### src/rtl/sti_pkg.sv
`timescale 1ns/1ps
package sti_pkg;
  typedef enum logic [1:0] {
    MD_JTAG = 2'd0,
    MD_SPI  = 2'd1,
    MD_SER  = 2'd2,
    MD_BAD  = 2'd3
  } mode_e;

  typedef enum logic [1:0] {
    ST_IDLE,
    ST_LOW,
    ST_HIGH,
    ST_PARK
  } st_e;

  localparam logic [2:0] RATE_RST = 3'd3;
  localparam logic [2:0] RATE_MIN = 3'd1;
  localparam logic [2:0] RATE_MAX = 3'd6;
  localparam int         N_RATES  = 6;
endpackage

### src/rtl/sti_rate_ctl.sv
`timescale 1ns/1ps
module sti_rate_ctl
  import sti_pkg::*;
#(
  parameter int HALF_BASE = 2,
  parameter int HW        = $clog2(HALF_BASE*32+1)
) (
  input  logic          clk,
  input  logic          rst_n,
  input  logic          wr,
  input  logic [2:0]    code,
  input  logic          busy,
  output logic [HW-1:0] half
);
  logic [2:0]    rate_q, rate_d;
  logic [HW-1:0] half_tab [N_RATES];

  for (genvar g = 0; g < N_RATES; g++) begin : g_tab
    assign half_tab[g] = HW'(HALF_BASE) << g;
  end

  always_comb begin
    rate_d = rate_q;
    if (wr && !busy && code >= RATE_MIN && code <= RATE_MAX) rate_d = code;
  end

  always_ff @(posedge clk or negedge rst_n) begin
    if (!rst_n) rate_q <= RATE_RST;
    else        rate_q <= rate_d;
  end

  assign half = half_tab[rate_q - 3'd1];

  AST_RATE_LEGAL: assert property (@(posedge clk) disable iff (!rst_n)
    (rate_q >= RATE_MIN && rate_q <= RATE_MAX)) else $error("rate code out of range");
  AST_RATE_HOLD: assert property (@(posedge clk) disable iff (!rst_n)
    busy |=> $stable(rate_q)) else $error("rate changed while busy");
endmodule

### src/rtl/sti_clkgen.sv
`timescale 1ns/1ps
module sti_clkgen #(
  parameter int HW = 7
) (
  input  logic          clk,
  input  logic          rst_n,
  input  logic          run,
  input  logic          restart,
  input  logic [HW-1:0] half,
  output logic [HW-1:0] pcnt,
  output logic          ph_last
);
  logic [HW-1:0] pcnt_q, pcnt_d;

  always_comb begin
    pcnt_d = pcnt_q;
    if (restart)  pcnt_d = '0;
    else if (run) pcnt_d = pcnt_q + 1'b1;
  end

  always_ff @(posedge clk or negedge rst_n) begin
    if (!rst_n) pcnt_q <= '0;
    else        pcnt_q <= pcnt_d;
  end

  assign pcnt    = pcnt_q;
  assign ph_last = run && (pcnt_q == half - 1'b1);

  AST_PHASE_RANGE: assert property (@(posedge clk) disable iff (!rst_n)
    run |-> (pcnt_q < half)) else $error("phase counter past half period");
endmodule

### src/rtl/sti_capture.sv
`timescale 1ns/1ps
module sti_capture #(
  parameter int MAX_BITS = 32,
  parameter int IW       = $clog2(MAX_BITS)
) (
  input  logic                clk,
  input  logic                rst_n,
  input  logic                clr,
  input  logic                stb,
  input  logic [IW-1:0]       idx,
  input  logic                din,
  input  logic                clk_hi,
  output logic [MAX_BITS-1:0] rx
);
  logic [MAX_BITS-1:0] rx_q, rx_d;

  always_comb begin
    rx_d = rx_q;
    if (clr)      rx_d = '0;
    else if (stb) rx_d[idx] = din;
  end

  always_ff @(posedge clk or negedge rst_n) begin
    if (!rst_n) rx_q <= '0;
    else        rx_q <= rx_d;
  end

  assign rx = rx_q;

  AST_CAP_IN_HIGH: assert property (@(posedge clk) disable iff (!rst_n)
    stb |-> clk_hi) else $error("capture outside clock high phase");
endmodule

### src/rtl/sti_shift_engine.sv
`timescale 1ns/1ps
module sti_shift_engine
  import sti_pkg::*;
#(
  parameter int MAX_BITS  = 32,
  parameter int HALF_BASE = 2
) (
  input  logic                              clk,
  input  logic                              rst_n,
  input  logic                              rate_wr,
  input  logic [2:0]                        rate_sel,
  input  logic                              cmd_valid,
  input  logic [1:0]                        cmd_mode,
  input  logic [$clog2(MAX_BITS+1)-1:0]     cmd_nbits,
  input  logic [MAX_BITS-1:0]               cmd_dout,
  input  logic [MAX_BITS-1:0]               cmd_tms,
  input  logic [$clog2(HALF_BASE*32+1)-1:0] cmd_cap,
  input  logic                              din,
  output logic                              busy,
  output logic                              done,
  output logic                              err,
  output logic [MAX_BITS-1:0]               rx_data,
  output logic                              clk_o,
  output logic                              clk_oe,
  output logic                              sel_o,
  output logic                              sel_oe,
  output logic                              dat_o,
  output logic                              dat_oe
);
  localparam int NB_W = $clog2(MAX_BITS+1);
  localparam int HW   = $clog2(HALF_BASE*32+1);
  localparam int IW   = $clog2(MAX_BITS);

  // reset: asynchronous assertion, synchronous release
  logic rs1_q, rst_s;
  always_ff @(posedge clk or negedge rst_n) begin
    if (!rst_n) begin
      rs1_q <= 1'b0;
      rst_s <= 1'b0;
    end else begin
      rs1_q <= 1'b1;
      rst_s <= rs1_q;
    end
  end

  st_e                 st_q, st_d;
  mode_e               mode_q, mode_d;
  logic [NB_W-1:0]     n_q, n_d, bcnt_q, bcnt_d;
  logic [IW-1:0]       idx_q, idx_d, idx_nx, idx_first;
  logic [MAX_BITS-1:0] dout_q, dout_d, tms_q, tms_d;
  logic [HW-1:0]       cap_q, cap_d;
  logic                clk_q, clk_d, oe_q, oe_d, dat_q, dat_d, sel_q, sel_d;
  logic                done_q, done_d, err_q, err_d;
  logic                restart, accept, bad, bit_last, ph_last, cap_stb;
  logic [HW-1:0]       half, pcnt;

  sti_rate_ctl #(.HALF_BASE(HALF_BASE), .HW(HW)) u_rate (
    .clk(clk), .rst_n(rst_s), .wr(rate_wr), .code(rate_sel),
    .busy(busy), .half(half)
  );

  sti_clkgen #(.HW(HW)) u_clkgen (
    .clk(clk), .rst_n(rst_s), .run(st_q != ST_IDLE), .restart(restart),
    .half(half), .pcnt(pcnt), .ph_last(ph_last)
  );

  assign cap_stb = (st_q == ST_HIGH) && (pcnt == cap_q);

  sti_capture #(.MAX_BITS(MAX_BITS), .IW(IW)) u_capture (
    .clk(clk), .rst_n(rst_s), .clr(accept), .stb(cap_stb), .idx(idx_q),
    .din(din), .clk_hi(clk_q), .rx(rx_data)
  );

  assign bad = (cmd_mode == 2'd3) || (cmd_nbits == '0) ||
               (cmd_nbits > NB_W'(MAX_BITS)) || (cmd_cap >= half);
  assign idx_first = (cmd_mode == 2'd1) ? IW'(cmd_nbits - 1'b1) : '0;
  assign idx_nx    = (mode_q == MD_SPI) ? idx_q - 1'b1 : idx_q + 1'b1;
  assign bit_last  = (bcnt_q == n_q - 1'b1);

  always_comb begin
    st_d    = st_q;   mode_d = mode_q; n_d    = n_q;   bcnt_d = bcnt_q;
    idx_d   = idx_q;  dout_d = dout_q; tms_d  = tms_q; cap_d  = cap_q;
    clk_d   = clk_q;  oe_d   = oe_q;   dat_d  = dat_q; sel_d  = sel_q;
    done_d  = 1'b0;   err_d  = 1'b0;   restart = 1'b0; accept = 1'b0;
    unique case (st_q)
      ST_IDLE: begin
        if (cmd_valid) begin
          if (bad) begin
            err_d = 1'b1;
          end else begin
            accept  = 1'b1;
            restart = 1'b1;
            st_d    = ST_LOW;
            mode_d  = mode_e'(cmd_mode);
            n_d     = cmd_nbits;
            dout_d  = cmd_dout;
            tms_d   = cmd_tms;
            cap_d   = cmd_cap;
            bcnt_d  = '0;
            idx_d   = idx_first;
            oe_d    = 1'b1;
            clk_d   = 1'b0;
            dat_d   = cmd_dout[idx_first];
            unique case (cmd_mode)
              2'd0:    sel_d = cmd_tms[idx_first];
              2'd1:    sel_d = 1'b0;
              default: sel_d = 1'b1;
            endcase
          end
        end
      end
      ST_LOW: begin
        if (ph_last) begin
          restart = 1'b1;
          st_d    = ST_HIGH;
          clk_d   = 1'b1;
        end
      end
      ST_HIGH: begin
        if (ph_last) begin
          restart = 1'b1;
          clk_d   = 1'b0;
          if (bit_last) begin
            st_d  = ST_PARK;
            dat_d = 1'b1;
            sel_d = 1'b1;
          end else begin
            st_d   = ST_LOW;
            bcnt_d = bcnt_q + 1'b1;
            idx_d  = idx_nx;
            dat_d  = dout_q[idx_nx];
            unique case (mode_q)
              MD_JTAG: sel_d = tms_q[idx_nx];
              MD_SPI:  sel_d = 1'b0;
              default: sel_d = 1'b1;
            endcase
          end
        end
      end
      ST_PARK: begin
        if (ph_last) begin
          st_d   = ST_IDLE;
          oe_d   = 1'b0;
          done_d = 1'b1;
        end
      end
      default: st_d = ST_IDLE;
    endcase
  end

  always_ff @(posedge clk or negedge rst_s) begin
    if (!rst_s) begin
      st_q   <= ST_IDLE; mode_q <= MD_JTAG; n_q   <= '0;   bcnt_q <= '0;
      idx_q  <= '0;      dout_q <= '0;      tms_q <= '0;   cap_q  <= '0;
      clk_q  <= 1'b0;    oe_q   <= 1'b0;    dat_q <= 1'b1; sel_q  <= 1'b1;
      done_q <= 1'b0;    err_q  <= 1'b0;
    end else begin
      st_q   <= st_d;    mode_q <= mode_d;  n_q   <= n_d;   bcnt_q <= bcnt_d;
      idx_q  <= idx_d;   dout_q <= dout_d;  tms_q <= tms_d; cap_q  <= cap_d;
      clk_q  <= clk_d;   oe_q   <= oe_d;    dat_q <= dat_d; sel_q  <= sel_d;
      done_q <= done_d;  err_q  <= err_d;
    end
  end

  assign busy   = (st_q != ST_IDLE);
  assign done   = done_q;
  assign err    = err_q;
  assign clk_o  = clk_q;
  assign sel_o  = sel_q;
  assign dat_o  = dat_q;
  assign clk_oe = oe_q;
  assign sel_oe = oe_q;
  assign dat_oe = oe_q;

  AST_IDLE_HIZ: assert property (@(posedge clk) disable iff (!rst_s)
    !busy |-> !oe_q) else $error("driver enabled while idle");
  AST_LAUNCH_FALL: assert property (@(posedge clk) disable iff (!rst_s)
    (oe_q && $past(oe_q) && (dat_q != $past(dat_q) || sel_q != $past(sel_q)))
      |-> $fell(clk_q)) else $error("output moved off the falling edge");
  AST_PARK_HIGH: assert property (@(posedge clk) disable iff (!rst_s)
    $fell(oe_q) |-> ($past(dat_q) && $past(sel_q) && !$past(clk_q)))
    else $error("release without parking high");
  AST_SPI_SEL: assert property (@(posedge clk) disable iff (!rst_s)
    (busy && mode_q == MD_SPI && st_q != ST_PARK) |-> !sel_q)
    else $error("spi select high in transfer");
  AST_DONE_ONCE: assert property (@(posedge clk) disable iff (!rst_s)
    done_q |=> !done_q) else $error("done longer than one cycle");
  AST_CLK_IDLE: assert property (@(posedge clk) disable iff (!rst_s)
    !busy |-> !clk_q) else $error("clock high while idle");
  AST_ERR_IDLE: assert property (@(posedge clk) disable iff (!rst_s)
    err_q |-> !busy) else $error("rejected command started");
endmodule

### config.mk
export PLATFORM = sky130hd
export DESIGN_NAME = sti_shift_engine
export DESIGN_NICKNAME = d
export VERILOG_FILES = /design/src/rtl/sti_pkg.sv /design/src/rtl/sti_rate_ctl.sv /design/src/rtl/sti_clkgen.sv /design/src/rtl/sti_capture.sv /design/src/rtl/sti_shift_engine.sv
export SDC_FILE = /design/constraint.sdc
export NUM_CORES = 1
export LEC_CHECK = 0
export ABC_AREA = 1
export ABC_CLOCK_PERIOD_IN_PS = 5300
export BUFFER_PORTS_ARGS = -buffer_cell sky130_fd_sc_hd__buf_2
export CAP_MARGIN = 20
export CORE_MARGIN = 2
export CORE_UTILIZATION = 43
export DETAILED_ROUTE_END_ITERATION = 10
export PLACE_DENSITY = 0.72
export SLEW_MARGIN = 20
export SYNTH_ARGS = -nofsm -noshare
export SYNTH_HDL_FRONTEND = slang
export SYNTH_SLANG_ARGS = --single-unit
### constraint.sdc
create_clock -name clk -period 5.3 [get_ports clk]
set_input_delay 0.53 -clock clk [delete_from_list [all_inputs] [get_ports clk]]
set_output_delay 0.53 -clock clk [all_outputs]
set_load 0.05 [all_outputs]
==> summary.md, run 1 <==
| Metric | Value |
|---|---|
| Status | finished, final reports clean |
| CP dominant cell by count | nand2_1 |
| Syn avg cell area | 6.971 µm² |
| Critical-path top delay cell | buf_4 |
| Clock transition at the registers of the reported paths | 0.06 ns |
| CP Launch Type | register |
| Yosys top cell by area | dfrtp_1 |
| Die H | 143.0 µm |
| Synth Flop Type | dfrtp_1 |
| Worst Max-Slew Pin Slew | 0.9914 ns |
| Worst rel slew slack | 33.84% |
| Worst-path fanout max | 93 |
| DRC viols | 0 |
| Yosys warns | 0 |
| Distinct cell type count of the synthesized netlist | 42 |
| Dpl cells | 1,540 |
| I/O Buffers | 127 |
| Core area | 0.01883 mm² |
| Design Area, Final | 0.009717 mm² |
| # rows | 50 |
| Crit path time final | 3.284 ns |
| Setup tns final | 0 ns |
| Num CTS Buffers | 17 |
| Routed len/inst | 13.03 µm |
| Fin crit share | 61.97% |
| Crit path capture type | register |
| Critical path required time | 5.64 ns |
| GRT Overall Usage | 21.36% |
| Hold crit path type | reg -> async |
| Htree depth | 4 |
| Pre-antenna DRT Iters | 5 |
| Starting Density | 44.13% |
| Initial DRC Count | 455 |
| Max Root-Sink Buffers | 2 |
| Max-capacitance violation count | 0 |
| Dpl cell area | 0.009061 mm² |
| Post-synth EDFFs | 0 |
| Detailed Place HPWL | 14,340 µm |
| Max Slew Vio Count | 0 |
| Clock skew | 0.01090 ns |
| Die X | 143.0 µm |
| Worst EP arrival | 3.62 ns |
| RSZ-0062 raised after global routing | no |
| Total power | 0.002525 W |
| Number of global-route vias before repair | 7,305 |
| DRT Wirelength | 20,480 µm |
| First-pass GRT wire length | 34,560 µm |
| Hold violation count in the final report | 0 |
| Initial antenna violation count | 0 |
| Via density | 4.844 |
| CTS root buf | clkbuf_16 |
| Layout cell share with drive strength beyond 1 | 15.63% |
| Count leader, synth | nand2_1 |
| Synth Instances | 1,192 |
| Io pins | 128 |
| Total Nets Final | 1,405 |
| Largest net degree at the start of global routing | 99 |
| Resize count post-CTS | 0 |
| Peak supply drop | 0.2273 mV |
| Leak | 5.187 nW |
| Kind of critical path | reg -> reg |
| Area share of the largest cell type after synthesis | 41.56% |
| Synth area leaders | dfrtp_1, nand2_1, inv_1 |
| Number of synthesized register bits | 142 |
| Clk_lat worst skew | 0.43 ns |
| Crit path cell chain | inv_2 -> nand2_2 -> inv_1 -> ha_1 -> nand2_1 -> ha_1 -> nand2_1 -> nor2_1 -> nand2_1 -> nor2_1 -> nand2_2 -> nand3_2 -> nor2_4 -> inv_2 -> buf_4 -> nand2_1 -> o21ai_1 |
| Post-route ant nets | 0 |
| Syn-to-layout area delta | 16.94% |
| Post-synth top cells | nand2_1, dfrtp_1, inv_1 |
| GR Overflow Total | 0 |
| CTS tree | built |
| Synthesized net count | 1,297 |
| Final core occ | 51.60% |
| Antenna diode count | 0 |
| Asr flop ratio synth | 100.0% |
| GP Congestion | 0.8748 |
| PD cells | 259.9 mW/mm² |
| Critical path's largest stage delay | 0.74 ns |
| Mapped cell area | 0.008309 mm² |
| Filler cells | 1,875 |
| Sink Count | 142 |
| Seq/Total Area, Yosys | 42.82% |
| Finished Layout Cells | 1,572 |
| Via count | 7,614 |
| Endpoints failing setup | 0 |
| Max Clock Freq | 304.5 MHz |
| Die ar. | 0.02045 mm² |
==> flip-flops by register name, indices dropped and copies added, names as in the netlist, 2 cells and up <==
signal,count
dout_q,32
tms_q,32
u_capture.rx,32
cap_q,7
u_clkgen.pcnt,7
bcnt_q,6
n_q,6
idx_q,5
u_rate.rate_q,3
mode_q,2
st_q,2
==> layout make-up <==
type / instances / area (µm²) / share of cell area [%]
multi-input combinational: 857 / 3934 / 40.48
sequential: 142 / 3562 / 36.66
timing repair buffer: 134 / 690.7 / 7.108
inverter: 148 / 560.5 / 5.769
clock buffer: 19 / 452.9 / 4.661
tap: 260 / 325.3 / 3.348
clock inverter: 12 / 191.4 / 1.970
==> metal layers <==
metal	GRT usage, %	part of all wire, %	vias up
met5	0	0	-
met4	8.702	2.1	0
met3	3.521	4.4	30
met2	34.42	46	190
met1	28.70	47	3507
li1	-	-	3887
==> cells in the final DEF, fill, tap and decap left out, types with 2 or more instances in the layout <==
cell and count:
a21oi_1 7, and3_1 2, buf_2 127, buf_4 6, bufinv_16 5, clkbuf_16 17, clkbuf_8 2, clkinv_2 5
dfrtp_1 137, dfstp_2 4, ha_1 17, inv_1 137, inv_2 9, nand2_1 458, nand2_2 4, nand3_1 71
nand3_2 7, nand3_4 2, nand4_1 4, nor2_1 113, nor2_2 3, nor2_4 2, nor3_1 7, nor4_1 3
o21ai_0 71, o21ai_1 51, o22ai_1 2, or2_2 4, xnor2_1 6, xor2_1 14
==> critical path: cells and delay by family (launching register included) <==
kind | cells | cell delay [ns]
adders and majority gates | 2 | 0.69
DFF | 1 | 0.59
AOI/OAI and AO/OA | 1 | 0.12
buffers and inverters | 4 | 0.92
and+or+nand+nor | 10 | 0.87
==> path summary, 6_finish.rpt <==
| path | startpoint | endpoint | cells past startpoint | slack, ns |
|---|---|---|---|---|
| max | u_rate.rate_q[0] | cap_q[1] | 17 | 2.02 |
| min | rst_s | dout_q[11] | 0 | 0.27 |
| max reg2reg | u_rate.rate_q[0] | cap_q[1] | 17 | 2.02 |
| min reg2reg | rst_s | dout_q[11] | 0 | 0.27 |
| max in group asynchronous | rst_s | u_capture.rx[0] | 1 | 3.88 |
| min in group clk | cmd_tms[5] | tms_q[5] | 3 | 0.30 |
==> what timing repair did <==
action                                 in CTS  in global routing
buffers inserted                            0                  0
hold buffers                                1                  0
endpoints found under the hold margin       2                  0
==> power breakdown <==
part / total, W / switching, W / internal (W)
logic: 0.000117 / 0.0000759 / 0.0000413
registers: 0.00109 / 0.00000614 / 0.00109
clock network: 0.00131 / 0.000462 / 0.000853
total: 0.00253 / 0.000544 / 0.00198
==> cell families (layout without fill, tap and decap cells) <==
kind of cell / after synthesis / count (layout) / synth area share, %
other cells: 1 / 1 / 0.04513
compound gates: 135 / 135 / 8.327
xor+xnor: 21 / 21 / 2.304
buf+inv: 193 / 313 / 9.848
fa+ha+maj: 18 / 18 / 2.801
flops: 142 / 142 / 42.82
simple gates: 682 / 682 / 33.85
==> metrics by stage <==
step / hold WS [ns] / setup slack [ns]
after floorplan: 0.2344 / 1.058
after global placement: 0.3029 / 2.146
after detailed placement: 0.3008 / 2.048
after CTS: 0.2902 / 2.012
after global routing: 0.3056 / 1.707
final: 0.2743 / 2.016
(Power assumes the default switching activity.)
==> run 2: changes to the inputs <==
--- a/config.mk
+++ b/config.mk
@@ -5,14 +5,14 @@
 export SDC_FILE = /design/constraint.sdc
 export NUM_CORES = 1
 export LEC_CHECK = 0
-export ABC_AREA = 1
-export ABC_CLOCK_PERIOD_IN_PS = 5300
+export ABC_AREA = 0
+export ABC_CLOCK_PERIOD_IN_PS = 2900
 export BUFFER_PORTS_ARGS = -buffer_cell sky130_fd_sc_hd__buf_2
 export CAP_MARGIN = 20
 export CORE_MARGIN = 2
 export CORE_UTILIZATION = 43
 export DETAILED_ROUTE_END_ITERATION = 10
-export PLACE_DENSITY = 0.72
+export PLACE_DENSITY = 0.75
 export SLEW_MARGIN = 20
 export SYNTH_ARGS = -nofsm -noshare
 export SYNTH_HDL_FRONTEND = slang
==> constraint.sdc (replaced) <==
create_clock -name clk -period 2.9 [get_ports clk]
set_input_delay 0.29 -clock clk [delete_from_list [all_inputs] [get_ports clk]]
set_output_delay 0.29 -clock clk [all_outputs]
set_load 0.05 [all_outputs]
==> run 2 against run 1 <==
  * Synthesized cell count fell by 26%
  * Setup slack got worse by 2.0 ns
  * Register-to-register slack worse by 2.0 ns
  * Critical path type unchanged
  * Critical endpoint is now bcnt_q[5]
  * Highest routed layer unchanged
==> summary.md, run 2 <==
| Metric | Value |
|---|---|
| Via count | 6,721 |
| First-pass GRT wire length | 32,390 µm |
| Post-route ant nets | 0 |
| Hold crit path type | in -> reg |
| Syn-to-layout area delta | 22.61% |
| Routed len/inst | 15.87 µm |
| Via density | 5.377 |
| Finished Layout Cells | 1,250 |
| Initial antenna violation count | 0 |
| Yosys top cell by area | dfrtp_1 |
| Area share of the largest cell type after synthesis | 44.81% |
| CP Launch Type | register |
| Distinct cell type count of the synthesized netlist | 67 |
| Crit path capture type | register |
| Pre-antenna DRT Iters | 5 |
| Hold violation count in the final report | 0 |
| Seq/Total Area, Yosys | 46.17% |
| Count leader, synth | nand2_1 |
| Worst Max-Slew Pin Slew | 0.9202 ns |
| Die ar. | 0.01901 mm² |
| Design Area, Final | 0.009450 mm² |
| Die H | 137.9 µm |
| Core area | 0.01742 mm² |
| PD cells | 520.7 mW/mm² |
| Worst-path fanout max | 7 |
| Post-synth EDFFs | 0 |
| Clock transition at the registers of the reported paths | 0.06 ns |
| Top delay family on crit path | simple AND/OR/NAND/NOR gates |
| Worst rel slew slack | 38.43% |
| Commonest non-fill, non-tap cells in the layout | nand2_1, dfrtp_1, buf_2, nor2_1, a21oi_1 |
| Initial DRC Count | 469 |
| Leak | 4.583 nW |
| Filler cells | 1,586 |
| Dpl cell area | 0.008776 mm² |
| # rows | 48 |
| Largest net degree at the start of global routing | 79 |
| GRT Overall Usage | 21.86% |
| Peak supply drop | 0.4887 mV |
| Status | finished, final reports clean |
| Clock skew | 0.01422 ns |
| GP Congestion | 0.8421 |
| DRT Wirelength | 19,840 µm |
| Clk_lat worst skew | 0.43 ns |
| Layout cell share with drive strength beyond 1 | 23.32% |
| Yosys warns | 0 |
| Dpl cells | 1,216 |
| Critical-path top delay cell | dfstp_2 |
| Max Slew Vio Count | 0 |
| Most common cell after layout, fill and taps aside | nand2_1 |
| Kind of critical path | reg -> reg |
| CTS root buf | clkbuf_16 |
| Synth Flop Type | dfrtp_1 |
| Synthesized net count | 982 |
| Detailed Place HPWL | 13,810 µm |
| Num CTS Buffers | 17 |
| Endpoints failing setup | 0 |
| Die X | 137.9 µm |
| Worst Path Buf+Inv | 0 |
| Crit path cell chain | nor2_2 -> ha_4 -> or2b_4 -> xnor2_1 -> nor4b_2 -> o211ai_1 -> and2_1 -> or4_4 -> a21oi_2 |
| Critical path's largest stage delay | 0.54 ns |
| Mapped cell area | 0.007707 mm² |
| Synth area leaders | dfrtp_1, nand2_1, mux4_2 |
| RSZ-0062 raised after global routing | yes |
| Io pins | 128 |
| Max-capacitance violation count | 0 |
| Post-synth top cells | nand2_1, dfrtp_1, nor2_1 |
| Sink Count | 142 |
| Worst EP arrival | 3.19 ns |
| Number of global-route vias before repair | 6,450 |
| Antenna diode count | 0 |
| GR Overflow Total | 0 |
| Asr flop ratio synth | 100.0% |
| Starting Density | 44.25% |
| Critical path required time | 3.24 ns |
| CTS tree | built |
| Total Nets Final | 1,117 |
| Fin crit share | 98.04% |
| Number of synthesized register bits | 142 |
| Max Root-Sink Buffers | 2 |
| DRC viols | 0 |
| Synth Instances | 877 |
| Htree depth | 4 |
| Syn avg cell area | 8.788 µm² |
| I/O Buffers | 127 |
| Max Clock Freq | 351.7 MHz |
| Crit path time final | 2.843 ns |
-- run 2: changes by cell type in the layout (fill, tap and decap cells not counted), moves of 9 or more --
cell and delta:
buf_4 +23, xnor2_1 +9, inv_1 -125, nor2_1 -62, inv_2 -9, o21ai_1 -44
o21ai_0 -58, a21oi_1 +39, nand3_1 -33, mux2i_1 +23, mux4_2 +14, nand2_1 -148
-- run 2: where the power goes --
part / switching [W] / total (W) / internal, W
Clock: 0.000890 / 0.00225 / 0.00136
Sequential: 0.0000543 / 0.00210 / 0.00205
Combinational: 0.000344 / 0.000570 / 0.000225
-- run 2: repair_timing --
action                                  in CTS  in global routing
pin swaps                                    1                  2
endpoints found under the setup margin      37                 59
setup buffers                                1                  0
hold buffers                                 1                  0
endpoints found under the hold margin        2                  0
gates resized for setup                      3                  8
-- run 2: final timing paths --
| kind | from | to | slack (ns) | cells after the start |
|---|---|---|---|---|
| max in group asynchronous | rst_s | sel_o | 1.79 | 1 |
| worst max-delay path | u_rate.rate_q[1] | bcnt_q[5] | 0.06 | 9 |
| min in group asynchronous | rst_n | rst_s | 0.17 | 2 |
| worst min register to register | rs1_q | rst_s | 0.36 | 0 |
| worst min-delay path | cmd_tms[19] | tms_q[19] | 0.05 | 3 |
| worst max register to register | u_rate.rate_q[1] | bcnt_q[5] | 0.06 | 9 |
-- run 2: cell families after synthesis --
| kind of cell | Yosys count | share of synthesized area [%] |
|---|---|---|
| AO/OA/AOI/OAI | 127 | 10.97 |
| flip-flops | 142 | 46.17 |
| XOR/XNOR | 29 | 3.296 |
| multiplexers | 41 | 7.662 |
| adder cells (fa/ha/maj) | 18 | 3.019 |
| buffers and inverters | 61 | 3.506 |
| other | 1 | 0.04865 |
| AND/OR/NAND/NOR | 458 | 25.32 |
-- run 2: worst min-delay path, stage by stage --
cell and delay [ns]:
buf_2 0.07, nand2_1 0.04, nand2_1 0.04
-- run 2: through the flow --
stage	TNS [ns]	setup slack, ns	power [W]	utilization, %	hold WS [ns]
after floorplan	-0.05930	-0.02346	0.002479	-	-0.005591
after global placement	0	0.02490	0.002691	50.39	0.07690
after detailed placement	-0.3130	-0.05675	0.002703	50.39	0.08308
after CTS	0	0.03898	0.004962	54.04	0.03857
after global routing	-0.01567	-0.009365	0.005109	54.26	0.05159
final	0	0.05690	0.004921	54.26	0.05041
-- run 2: area by class of cell --
cell class,instances,area (µm²),share of cell area [%]
flip-flops and latches,142,3562,37.69
well taps,225,281.5,2.979
inverters,13,48.80,0.5164
clock buffers,19,432.9,4.581
multi-input cells,674,3966,41.97
repair buffers,164,994.7,10.53
clock inverters,13,163.9,1.734
-- run 2: metal layers --
metal	vias to the layer above	global-route usage [%]	wire length, µm
li1	3235	-	-
met1	3224	28.89	8649
met2	234	35.73	9673
met3	28	4.386	1146
met4	0	7.993	370
met5	-	0	0
==> run 3: changes to the inputs <==
--- a/config.mk
+++ b/config.mk
@@ -12,7 +12,7 @@
 export CORE_MARGIN = 2
 export CORE_UTILIZATION = 43
 export DETAILED_ROUTE_END_ITERATION = 10
-export PLACE_DENSITY = 0.75
+export PLACE_DENSITY = 0.66
 export SLEW_MARGIN = 20
 export SYNTH_ARGS = -nofsm -noshare
 export SYNTH_HDL_FRONTEND = slang
==> run 3 against run 2 <==
  * Via count shrank 1.2%
  * Count of clock-buffer cells in the layout grew 4
  * Non-clock buffer count grew 7
  * Routed wire length shrank 0.64%
  * Fmax grew 1.3%
  * Total power grew 1.6%
  * Clock skew shrank 0.0052 ns
  * Critical path type unchanged
  * Critical endpoint is now bcnt_q[4]
  * Largest cell class unchanged
==> summary.md, run 3 (synthesized netlist as in run 2, its figures left out) <==
| Metric | Value |
|---|---|
| Finished Layout Cells | 1,258 |
| Initial DRC Count | 393 |
| Dpl cells | 1,221 |
| CTS tree | built |
| # rows | 48 |
| Clock transition at the registers of the reported paths | 0.06 ns |
| Critical-path top delay cell | dfstp_2 |
| DRT Wirelength | 19,710 µm |
| Most common cell after layout, fill and taps aside | nand2_1 |
| Core area | 0.01742 mm² |
| Number of global-route vias before repair | 6,444 |
| Post-route ant nets | 0 |
| Htree depth | 4 |
| DRC viols | 0 |
| Fin crit share | 96.75% |
| Leak | 4.644 nW |
| Crit path cell chain | nor2_2 -> ha_4 -> buf_4 -> o21bai_1 -> or3_1 -> a22oi_2 -> o211ai_1 -> and2_1 -> buf_4 -> o31a_1 -> o22a_1 |
| Max Root-Sink Buffers | 2 |
| Die ar. | 0.01901 mm² |
| Num CTS Buffers | 17 |
| Worst R2R Path Depth | 11 |
| GR Overflow Total | 0 |
| Crit path capture type | register |
| Worst-path fanout max | 6 |
| Clk_lat worst skew | 0.43 ns |
| Area of the multi-input gates | 0.003943 mm² |
| Pre-antenna DRT Iters | 5 |
| Worst Max-Slew Pin Slew | 0.9435 ns |
| Commonest non-fill, non-tap cells in the layout | nand2_1, dfrtp_1, buf_2, nor2_1, a21oi_1 |
| Clock skew | 0.008984 ns |
| CP dominant cell by count | buf_4 |
| GP Congestion | 0.8426 |
| FF/Latch Area | 0.003562 mm² |
| Kind of critical path | reg -> reg |
| Sink Count | 142 |
| Die H | 137.9 µm |
| Setup tns final | 0 ns |
| Routed len/inst | 15.67 µm |
| Max Clock Freq | 356.4 MHz |
| GRT Overall Usage | 21.94% |
| Hold crit path type | in -> reg |
| Total Nets Final | 1,124 |
| CP Launch Type | register |
| Worst EP arrival | 3.12 ns |
| CTS root buf | clkbuf_16 |
| Die X | 137.9 µm |
| First-pass GRT wire length | 32,440 µm |
| Endpoints failing setup | 0 |
| Largest net degree at the start of global routing | 64 |
| Critical path's largest stage delay | 0.54 ns |
| Critical path required time | 3.21 ns |
| Detailed Place HPWL | 13,600 µm |
| Via density | 5.277 |
| Crit path time final | 2.806 ns |
| Dpl cell area | 0.008801 mm² |
| Initial antenna violation count | 1 |
| Status | finished, final reports clean |
| Filler cells | 1,633 |
| I/O Buffers | 127 |
| Design Area, Final | 0.009500 mm² |
| Layout cell share with drive strength beyond 1 | 23.55% |
| Peak supply drop | 0.4384 mV |
| Syn-to-layout area delta | 23.26% |
| Via count | 6,639 |
| Hold violation count in the final report | 0 |
| Max-capacitance violation count | 0 |
| Worst Hold Depth | 3 |
| PD cells | 526.0 mW/mm² |
| Starting Density | 44.25% |
| Max Slew Vio Count | 0 |
| Io pins | 128 |
| Worst rel slew slack | 36.87% |
[run 3: cell types whose count changed in the layout (fill, tap and decap cells not counted), sizes merged]
cell	change
buf	+7
clkbuf	+4
clkinvlp	-4
clkinv	+2
inv	-2
diode	+1
[run 3: per-layer routing]
metal | part of all wire, % | track usage (%) | vias to the layer above
li1 | - | - | 3271
met1 | 46 | 30.13 | 3143
met2 | 47 | 34.65 | 188
met3 | 4.7 | 4.459 | 35
met4 | 2.3 | 7.710 | 2
met5 | 0.076 | 0 | -
[run 3: cell type report]
cell class              count  share of cell area (%)
clock buffers              23                   5.242
repair buffers            171                   10.89
multi-input cells         674                   41.50
clock inverters             9                   1.370
flip-flops and latches    142                   37.50
well taps                 225                   2.963
inverters                  13                  0.5136
diodes                      1                 0.02634
[run 3: where the power goes]
| group | leakage (nW) | internal [W] | switching (W) | total, W |
|---|---|---|---|---|
| logic | 2.57 | 0.000224 | 0.000350 | 0.000574 |
| clock network | 0.310 | 0.00147 | 0.000861 | 0.00233 |
| registers | 1.77 | 0.00205 | 0.0000443 | 0.00209 |
| total | 4.64 | 0.00374 | 0.00125 | 0.00500 |
[run 3: worst paths after layout]
path / startpoint / to / slack, ns
max in group asynchronous: rst_s / dout_q[0] / 1.89
worst max-delay path: u_rate.rate_q[1] / bcnt_q[4] / 0.09
worst min-delay path: cmd_tms[20] / tms_q[20] / 0.05
worst min register to register: rst_s / tms_q[7] / 0.23
worst max register to register: u_rate.rate_q[1] / bcnt_q[4] / 0.09
min in group asynchronous: rst_n / rst_s / 0.18
[run 3: what timing repair did]
| action | 4_1_cts | 5_1_grt |
|---|---|---|
| hold endpoints to repair | 2 | 0 |
| pin swaps | 1 | 3 |
| setup endpoints to repair | 12 | 42 |
| setup buffers | 1 | 2 |
| hold buffers | 1 | 0 |
| resized for setup | 1 | 5 |
| cloned | 0 | 0 |
[run 3: worst max-delay path: cells and delay by family, from the launching register on]
family                   cells  cell delay [ns]
AND/OR/NAND/NOR              3             0.64
buffers and inverters        2             0.28
flip-flops                   1             0.54
adder cells (fa/ha/maj)      1             0.25
AO/OA/AOI/OAI                5             0.98
[run 3: stage by stage]
| step | power, W | setup WS, ns | util (%) | hold WS [ns] |
|---|---|---|---|---|
| after detailed placement | 0.002702 | -0.02139 | 50.53 | 0.07849 |
| after global routing | 0.005196 | -0.01244 | 54.53 | 0.05906 |
| final | 0.004997 | 0.09418 | 54.55 | 0.05411 |
| after global placement | 0.002694 | 0.03627 | 50.53 | 0.07679 |
| after CTS | 0.005032 | 0.04067 | 54.31 | 0.04218 |
| after floorplan | 0.002479 | -0.02346 | - | -0.005591 |
